File: config.mk
export PLATFORM = sky130hd
export DESIGN_NAME = boot_src_seq
export DESIGN_NICKNAME = d
export VERILOG_FILES = /design/src/rtl/boot_sel_pkg.sv /design/src/rtl/boot_pin_sel.sv /design/src/rtl/boot_seq_fsm.sv /design/src/rtl/boot_vec_regs.sv /design/src/rtl/boot_src_seq.sv
export SDC_FILE = /design/constraint.sdc
export NUM_CORES = 1
export LEC_CHECK = 0
export BUFFER_PORTS_ARGS = -buffer_cell sky130_fd_sc_hd__buf_2
export CORE_MARGIN = 1
export CORE_UTILIZATION = 30
export DETAILED_ROUTE_END_ITERATION = 12
export SYNTH_ARGS = -nofsm -noshare
export SYNTH_HDL_FRONTEND = slang
export SYNTH_SLANG_ARGS = --single-unit
File: constraint.sdc
create_clock -name clk -period 4.7 [get_ports clk]
set_clock_uncertainty 0.15 [all_clocks]
set_input_delay 0.705 -clock clk [delete_from_list [all_inputs] [get_ports clk]]
set_output_delay 0.705 -clock clk [all_outputs]
set_load 0.01 [all_outputs]
File: src/rtl/boot_sel_pkg.sv
package boot_sel_pkg;
  // configuration word field positions (decoded by the pin selector)
  localparam int CFG_ENA_N_BIT = 8;
  localparam int CFG_POL_BIT   = 9;
  localparam int CFG_PIN_LSB   = 10;
  localparam int CFG_PORT_LSB  = 13;

  typedef enum logic [2:0] {
    S_IDLE,
    S_DECIDE,
    S_VEC_REQ,
    S_VEC_WAIT,
    S_SP_REQ,
    S_SP_WAIT,
    S_DONE
  } seq_state_e;
endpackage

File: src/rtl/boot_pin_sel.sv
module boot_pin_sel
  import boot_sel_pkg::*;
#(
  parameter int NPORT = 8,
  parameter int PINS  = 8
) (
  input  logic [31:0]            cfg,
  input  logic [NPORT*PINS-1:0]  gpio,
  output logic                   check_en,
  output logic                   pin_match
);
  localparam int PORT_W = $clog2(NPORT);
  localparam int PIN_W  = $clog2(PINS);

  logic [PORT_W-1:0] port_idx;
  logic [PIN_W-1:0]  pin_idx;
  logic [NPORT-1:0]  port_lvl;
  logic              unused_cfg;

  assign port_idx   = cfg[CFG_PORT_LSB +: PORT_W];
  assign pin_idx    = cfg[CFG_PIN_LSB +: PIN_W];
  assign unused_cfg = ^{cfg[31:16], cfg[7:0]};

  for (genvar p = 0; p < NPORT; p++) begin : g_port
    logic [PINS-1:0] bits;
    assign bits        = gpio[p*PINS +: PINS];
    assign port_lvl[p] = bits[pin_idx];
  end

  assign check_en  = ~cfg[CFG_ENA_N_BIT];
  assign pin_match = (port_lvl[port_idx] == cfg[CFG_POL_BIT]);
endmodule

File: src/rtl/boot_seq_fsm.sv
module boot_seq_fsm
  import boot_sel_pkg::*;
#(
  parameter int ADDR_W   = 32,
  parameter int DATA_W   = 32,
  parameter logic [ADDR_W-1:0] VEC_ADDR = 'h4,
  parameter logic [ADDR_W-1:0] SP_ADDR  = 'h0
) (
  input  logic              clk,
  input  logic              rst_n,
  input  logic              por_ok,
  input  logic              check_en,
  input  logic              pin_match,
  input  logic              req_ready,
  input  logic              rsp_valid,
  input  logic [DATA_W-1:0] rsp_data,
  output logic              req_valid,
  output logic [ADDR_W-1:0] req_addr,
  output logic              ev_clear,
  output logic              ev_rom,
  output logic              ev_pc,
  output logic              ev_app
);
  seq_state_e state, nxt;
  logic erased;

  assign erased = &rsp_data;

  always_comb begin
    nxt      = state;
    ev_clear = 1'b0;
    ev_rom   = 1'b0;
    ev_pc    = 1'b0;
    ev_app   = 1'b0;
    unique case (state)
      S_IDLE: begin
        ev_clear = 1'b1;
        nxt      = S_DECIDE;
      end
      S_DECIDE: begin
        if (check_en && pin_match) begin
          ev_rom = 1'b1;
          nxt    = S_DONE;
        end else begin
          nxt = S_VEC_REQ;
        end
      end
      S_VEC_REQ:  if (req_ready) nxt = S_VEC_WAIT;
      S_VEC_WAIT: if (rsp_valid) begin
        if (erased) begin
          ev_rom = 1'b1;
          nxt    = S_DONE;
        end else begin
          ev_pc = 1'b1;
          nxt   = S_SP_REQ;
        end
      end
      S_SP_REQ:   if (req_ready) nxt = S_SP_WAIT;
      S_SP_WAIT:  if (rsp_valid) begin
        ev_app = 1'b1;
        nxt    = S_DONE;
      end
      default:    nxt = S_DONE;
    endcase
    if (!por_ok) begin
      nxt      = S_IDLE;
      ev_clear = 1'b1;
      ev_rom   = 1'b0;
      ev_pc    = 1'b0;
      ev_app   = 1'b0;
    end
  end

  always_ff @(posedge clk or negedge rst_n) begin
    if (!rst_n) state <= S_IDLE;
    else        state <= nxt;
  end

  assign req_valid = (state == S_VEC_REQ) || (state == S_SP_REQ);
  assign req_addr  = (state == S_SP_REQ) ? SP_ADDR : VEC_ADDR;
endmodule

File: src/rtl/boot_vec_regs.sv
module boot_vec_regs #(
  parameter int DATA_W = 32,
  parameter logic [DATA_W-1:0] ROM_SP = '0,
  parameter logic [DATA_W-1:0] ROM_PC = '0
) (
  input  logic              clk,
  input  logic              rst_n,
  input  logic              ev_clear,
  input  logic              ev_rom,
  input  logic              ev_pc,
  input  logic              ev_app,
  input  logic [DATA_W-1:0] rsp_data,
  output logic              map_rom,
  output logic              rom_boot,
  output logic              boot_done,
  output logic [DATA_W-1:0] sp_out,
  output logic [DATA_W-1:0] pc_out
);
  always_ff @(posedge clk or negedge rst_n) begin
    if (!rst_n) begin
      map_rom   <= 1'b0;
      rom_boot  <= 1'b0;
      boot_done <= 1'b0;
      sp_out    <= '0;
      pc_out    <= '0;
    end else begin
      boot_done <= 1'b0;
      if (ev_clear) begin
        map_rom  <= 1'b0;
        rom_boot <= 1'b0;
        sp_out   <= '0;
        pc_out   <= '0;
      end else if (ev_rom) begin
        map_rom   <= 1'b1;
        rom_boot  <= 1'b1;
        sp_out    <= ROM_SP;
        pc_out    <= ROM_PC;
        boot_done <= 1'b1;
      end else if (ev_pc) begin
        pc_out <= rsp_data;
      end else if (ev_app) begin
        sp_out    <= rsp_data;
        boot_done <= 1'b1;
      end
    end
  end
endmodule

File: src/rtl/boot_src_seq.sv
module boot_src_seq #(
  parameter int NPORT  = 8,
  parameter int PINS   = 8,
  parameter int ADDR_W = 32,
  parameter int DATA_W = 32,
  parameter logic [DATA_W-1:0] ROM_SP = 32'h2000_1000,
  parameter logic [DATA_W-1:0] ROM_PC = 32'h0100_0101
) (
  input  logic                    clk,
  input  logic                    rst_n,
  input  logic                    por_ok,
  input  logic [31:0]             boot_cfg,
  input  logic [NPORT*PINS-1:0]   gpio_levels,
  output logic                    flash_req_valid,
  input  logic                    flash_req_ready,
  output logic [ADDR_W-1:0]       flash_req_addr,
  input  logic                    flash_rsp_valid,
  input  logic [DATA_W-1:0]       flash_rsp_data,
  output logic                    map_rom,
  output logic                    rom_boot,
  output logic                    boot_done,
  output logic [DATA_W-1:0]       sp_out,
  output logic [DATA_W-1:0]       pc_out
);
  logic check_en, pin_match;
  logic ev_clear, ev_rom, ev_pc, ev_app;

  boot_pin_sel #(.NPORT(NPORT), .PINS(PINS)) u_pin (
    .cfg(boot_cfg), .gpio(gpio_levels),
    .check_en(check_en), .pin_match(pin_match)
  );

  boot_seq_fsm #(.ADDR_W(ADDR_W), .DATA_W(DATA_W)) u_fsm (
    .clk(clk), .rst_n(rst_n), .por_ok(por_ok),
    .check_en(check_en), .pin_match(pin_match),
    .req_ready(flash_req_ready), .rsp_valid(flash_rsp_valid),
    .rsp_data(flash_rsp_data),
    .req_valid(flash_req_valid), .req_addr(flash_req_addr),
    .ev_clear(ev_clear), .ev_rom(ev_rom), .ev_pc(ev_pc), .ev_app(ev_app)
  );

  boot_vec_regs #(.DATA_W(DATA_W), .ROM_SP(ROM_SP), .ROM_PC(ROM_PC)) u_regs (
    .clk(clk), .rst_n(rst_n),
    .ev_clear(ev_clear), .ev_rom(ev_rom), .ev_pc(ev_pc), .ev_app(ev_app),
    .rsp_data(flash_rsp_data),
    .map_rom(map_rom), .rom_boot(rom_boot), .boot_done(boot_done),
    .sp_out(sp_out), .pc_out(pc_out)
  );
endmodule

==> results of run 1 <==
-- final timing paths --
kind,cells after the start,end,start
setup / recovery,9,u_regs.pc_out[22],boot_cfg[10]
hold / removal,1,u_regs.sp_out[25],rst_n
setup reg to reg,7,u_regs.sp_out[31],u_fsm.state[0]
hold reg to reg,1,u_regs.pc_out[8],u_regs.pc_out[8]
max in group asynchronous,2,u_regs.sp_out[11],rst_n
min in group clk,1,u_regs.pc_out[8],u_regs.pc_out[8]
-- per-layer routing --
layer,GRT usage,vias to the layer above,wire length (um),part of all wire
li1,-,1835,-,-
met1,0.2016,1856,5144,0.41
met2,0.3016,196,6458,0.51
met3,0.03717,8,914,0.072
met4,0.04040,0,130,0.010
met5,0,-,0,0
-- state kept, by name, indices dropped and copies added, names as in the netlist --
| name | cells |
|---|---|
| u_regs.pc_out | 32 |
| u_regs.sp_out | 32 |
| u_regs.map_rom | 1 |
| u_fsm.state | 3 |
| u_regs.boot_done | 1 |
-- worst register-to-register path, delay by kind of cell, from the launching register on --
kind                   cells  cell delay, ps
and+or+nand+nor            4            1300
DFF                        1             580
buffers and inverters      2             530
AOI/OAI and AO/OA          1             180
-- logic make-up (layout without fill, tap and decap cells) --
group | after synthesis | after routing
AOI/OAI and AO/OA | 78 | 78
xor gates and xnor gates | 1 | 1
DFF | 69 | 69
and+or+nand+nor | 153 | 153
other | 1 | 31
muxes | 62 | 62
buffers and inverters | 75 | 208
-- per-stage QoR --
step | area, um^2 | std cells
after floorplan | 4461 | 469
after global placement | 5201 | 766
after detailed placement | 5201 | 766
after CTS | 5503 | 782
after global routing | 5503 | 782
final | 5503 | 782
-- cells in the mapped netlist, drive strengths merged (4+ instances only) --
cell,n,area (um^2)
a21oi,16,91.34
buf,48,377.9
inv,6,22.52
o21ai,34,170.2
and2,4,25.03
nor2b,6,37.54
mux2i,62,624.4
dfrtp,69,1727
nand3,30,155.1
nor4,35,421.7
o31a,4,35.03
a22oi,13,97.59
nand4,9,56.30
nor2,18,67.56
clkbuf,21,78.83
nand2,40,150.1
-- layout make-up --
cell class / instances / area [um^2] / share of cell area
timing repair buffer: 186 / 953.4 / 0.1733
multi-input combinational: 325 / 2273 / 0.4131
sequential: 69 / 1727 / 0.3138
tap: 180 / 225.2 / 0.04093
clock buffer: 11 / 242.7 / 0.04411
clock inverter: 5 / 58.81 / 0.01069
inverter: 6 / 22.52 / 0.004093
-- power breakdown --
part           internal [W]  leakage, nW  switching, W
Sequential         0.000605        0.960     0.0000183
Combinational     0.0000966         1.74      0.000169
Clock              0.000426        0.142      0.000261
-- layout by cell type, fill, tap and decap left out, types with 13 or more instances in the layout --
master | Yosys | routed
buf_2 | 7 | 177
dfrtp_1 | 69 | 69
mux2i_1 | 61 | 61
nand2_1 | 40 | 40
o21ai_0 | 34 | 34
conb_1 | 1 | 31
nor4_2 | 30 | 30
nand3_1 | 29 | 29
nor2_1 | 18 | 18
a22oi_1 | 13 | 13
a21oi_1 | 13 | 13
==> flow_metrics.tcl, run 1 <==
set metrics [dict create \
    first_global_vias 3755 \
    final_util 0.3934 \
    root_buffer "clkbuf_16" \
    netlist_instances 439 \
    critPathTopFamily "buffers and inverters" \
    drt_pass1_iterations 4 \
    pre_cts_slack_ps 815.7 \
    setup_viol 0 \
    place_congestion 0.8017 \
    die_x_um 122.4 \
    hold_class "input pin to async pin" \
    maxSlewViolCount 0 \
    avgViaCountPerCell 4.981 \
    path_clk_slew_ps 60 \
    critPathCaptureType "flop" \
    synthSimpleGateAreaFrac 0.2296 \
    p_per_area_mw_per_mm2 286.3 \
    ys_ff_latch 69 \
    synth_top_family_by_area "simple AND/OR/NAND/NOR gates" \
    grt_max_degree 44 \
    crit_fanout 33 \
    grt_pass1_wl_um 19340 \
    grt_use_total 0.1679 \
    initialDrtViolationCount 274 \
    area_growth_pct 26.56 \
    synth.area.mux_share 0.1436 \
    critPathMaxStageDelay_ps 670 \
    grt-ovfl-total 0 \
    tightest_slew_ps 881.3 \
    ir_drop_mv 0.1648 \
    die_y_um 122.4 \
    rsz0062_at_grt "false" \
    cts_tree "yes" \
    power_w 0.001576 \
    ys.flop_type "dfrtp_1" \
    rows 43 \
    p_leak_nw 2.843 \
    route.detailed.drc 0 \
    post_synth_num_cell_types 43 \
    path_buf_inv 2 \
    startpoint_type "input pin" \
    ys_seq_area_frac 0.3971 \
    post_cts_buffers 0 \
    core-area_mm2 0.01399 \
    status "finished clean" \
    fin_nets 730 \
    die_area_mm2 0.01498 \
    layout_min_cycle_time_ps 3498 \
    synth-compound-area-share 0.1165 \
    initial_core_util 0.3108 \
    h-tree-depth 3 \
    totalWireLength_um 12650 \
    critPathKind "input pin to flop" \
    drv_cap 0 \
    drt-wirelength-per-cell_um 16.17 \
    holdBufCountCts 0 \
    antenna_found_initial 0 \
    fill_cells 1399 \
    cp_data_arrival_time_ps 3590 \
    final_layout_size_suffix_gt1_frac 0.4070 \
    clockBufferDepth 2 \
    numPortBuffers 177 \
    final_min_period_over_clock_period 0.7443 \
    hold_viol_final 0 \
    async_flop_share 1.000 \
    antenna_cells 0 \
    avgSynthCellArea_um2 9.904 \
    fmax_mhz 285.9 \
    synthAdderAreaFrac 0 \
    synthXorXnorAreaFrac 0.002014 \
    clock_latency_ps 320 \
    yosys_warnings 0 \
    fin_ws_ps 1202 \
    reg2reg_slack_ps 1830 \
    cts_inserted_buffers 9 \
    synthesis.area_mm2 0.004348 \
    crit_slowest_cell "buf_2" \
    required_ps 4790 \
    cts_resized 0 \
    holdWs_ps 232.9 \
    io_pins 233 \
    route.antenna.remaining_nets 0 \
    fin_setup_tns_ps 0 \
    cts_sinks 69 \
    synth_enable_flop_cells 0 \
    slew_headroom 0.4124 \
    crit_chain "buf_2 > mux2i_1 > a22oi_1 > a21boi_2 > nor4_4 > mux2i_2 > nand3_2 > buf_4 > o21ai_0" \
    vias 3895 \
    dp_hpwl_um 9350 \
]
Note: power is estimated with default switching activity, not from simulation.
==> inputs of run 2 (changes only) <==
==> constraint.sdc (replaced) <==
create_clock -name clk -period 3 [get_ports clk]
set_clock_uncertainty 0.15 [all_clocks]
set_input_delay 0.45 -clock clk [delete_from_list [all_inputs] [get_ports clk]]
set_output_delay 0.45 -clock clk [all_outputs]
set_load 0.01 [all_outputs]
==> run 2 against run 1 <==
Core utilization increased by 1.1 points. Worst hold slack got worse by 98 ps. Wire length is 2.1% higher. Global-route usage grew 0.22 points. Total power rose by 63%. Worst setup slack got worse by 710 ps. First-iteration DRC count down 14%. Count of clock-buffer cells in the layout is 1 higher. Critical path depth grew 1. Combinational power grew 72%. Sequential share of layout area shrank 0.84 points. Critical endpoint is now u_regs.pc_out[15]. Largest cell class unchanged.
==> flow_metrics.tcl, run 2 (synthesis gave the netlist of run 1 again) <==
set metrics [dict create \
    status "finished clean" \
    initial_core_util 0.3108 \
    post_cts_buffers 0 \
    layout.area.seq_mm2 0.001727 \
    multiInputGateArea_mm2 0.002273 \
    drt-wirelength-per-cell_um 16.28 \
    ir_drop_mv 0.2915 \
    fmax_mhz 398.8 \
    layout_commonest_cell "buf_2" \
    critPathKind "input pin to flop" \
    layout_common_cells "buf_2, dfrtp_1, mux2i_1, nand2_1, o21ai_0" \
    initialDrtViolationCount 236 \
    p_per_area_mw_per_mm2 454.0 \
    clock_latency_ps 330 \
    setup_viol 0 \
    clockBufferDepth 2 \
    totalWireLength_um 12910 \
    antenna_found_initial 0 \
    reg_top3 "u_regs.pc_out x32, u_regs.sp_out x32, u_fsm.state x3" \
    rr_worst_depth 7 \
    fin_nets 742 \
    holdBufCountCts 0 \
    first_global_vias 3727 \
    hold_class "input pin to async pin" \
    route.antenna.remaining_nets 0 \
    final_util 0.4042 \
    root_buffer "clkbuf_16" \
    place_congestion 0.8033 \
    area_growth_pct 30.04 \
    core-area_mm2 0.01399 \
    io_pins 233 \
    power_w 0.002567 \
    die_x_um 122.4 \
    crit_fanout 33 \
    fin_setup_tns_ps 0 \
    cts_sinks 69 \
    hold_viol_final 0 \
    fill_cells 1406 \
    grt-ovfl-total 0 \
    route.detailed.drc 0 \
    layout_min_cycle_time_ps 2508 \
    cts_resized 0 \
    h-tree-depth 3 \
    drv_cap 0 \
    drt_pass1_iterations 5 \
    critPathCaptureType "flop" \
    path_clk_slew_ps 60 \
    final_min_period_over_clock_period 0.8359 \
    required_ps 3090 \
    slew_headroom 0.3351 \
    p_leak_nw 2.931 \
    startpoint_type "input pin" \
    final_layout_size_suffix_gt1_frac 0.4176 \
    vias 3945 \
    maxSlewViolCount 0 \
    rows 43 \
    cts_tree "yes" \
    rsz0062_at_grt "false" \
    grt_pass1_wl_um 19330 \
    avgViaCountPerCell 4.975 \
    die_area_mm2 0.01498 \
    numPortBuffers 177 \
    dp_hpwl_um 9747 \
    cp_data_arrival_time_ps 2600 \
    grt_max_degree 44 \
    antenna_cells 0 \
    grt_use_total 0.1701 \
    die_y_um 122.4 \
    tightest_slew_ps 997.4 \
    cts_inserted_buffers 9 \
]
==> run 2: routing by layer <==
metal	wire [um]	GRT usage	vias up	part of all wire
met2	6585	0.3065	198	0.51
met1	5235	0.2058	1866	0.41
li1	-	-	1867	-
met4	163	0.04726	0	0.013
met5	0	0	-	0
met3	924	0.03020	14	0.072
==> run 2: power breakdown <==
group | switching (W) | internal, W | leakage (nW)
combinational | 0.000286 | 0.000171 | 1.81
clock | 0.000382 | 0.000770 | 0.159
sequential | 0.00000995 | 0.000948 | 0.960
total | 0.000678 | 0.00189 | 2.93
==> run 2: area by class of cell <==
type                    count  area share
clock inverters             3     0.01217
clock buffers              12     0.04536
well taps                 180     0.03983
inverters                   6    0.003983
flip-flops and latches     69      0.3054
repair buffers            198      0.1912
multi-input cells         325      0.4021
==> run 2: worst paths after layout <==
path	startpoint	endpoint	slack [ps]
setup / recovery	boot_cfg[10]	u_regs.pc_out[15]	490
hold / removal	rst_n	u_regs.pc_out[25]	140
setup reg to reg	u_fsm.state[2]	u_regs.sp_out[11]	520
hold reg to reg	u_regs.pc_out[25]	u_regs.pc_out[25]	390
max in group asynchronous	rst_n	u_regs.sp_out[9]	1790
min in group clk	flash_rsp_data[22]	u_regs.pc_out[22]	210
==> run 2: worst max-delay path, cell delays in order <==
cell and delay, ps:
buf_2 100, buf_12 220, mux2i_1 110, a22oi_1 230, a21oi_2 100, nor4_4 310
mux2i_2 360, nand3_2 260, buf_4 250, o21ai_0 190
==> run 2: stage by stage <==
step	hold slack (ps)	std cells	area, um^2	setup slack, ps
after floorplan	4.409	469	4461	428.4
after global placement	360.3	778	5329	135.3
after detailed placement	379.0	778	5329	103.7
after CTS	152.1	793	5654	462.9
after global routing	195.5	793	5654	178.4
final	135.2	793	5654	492.2
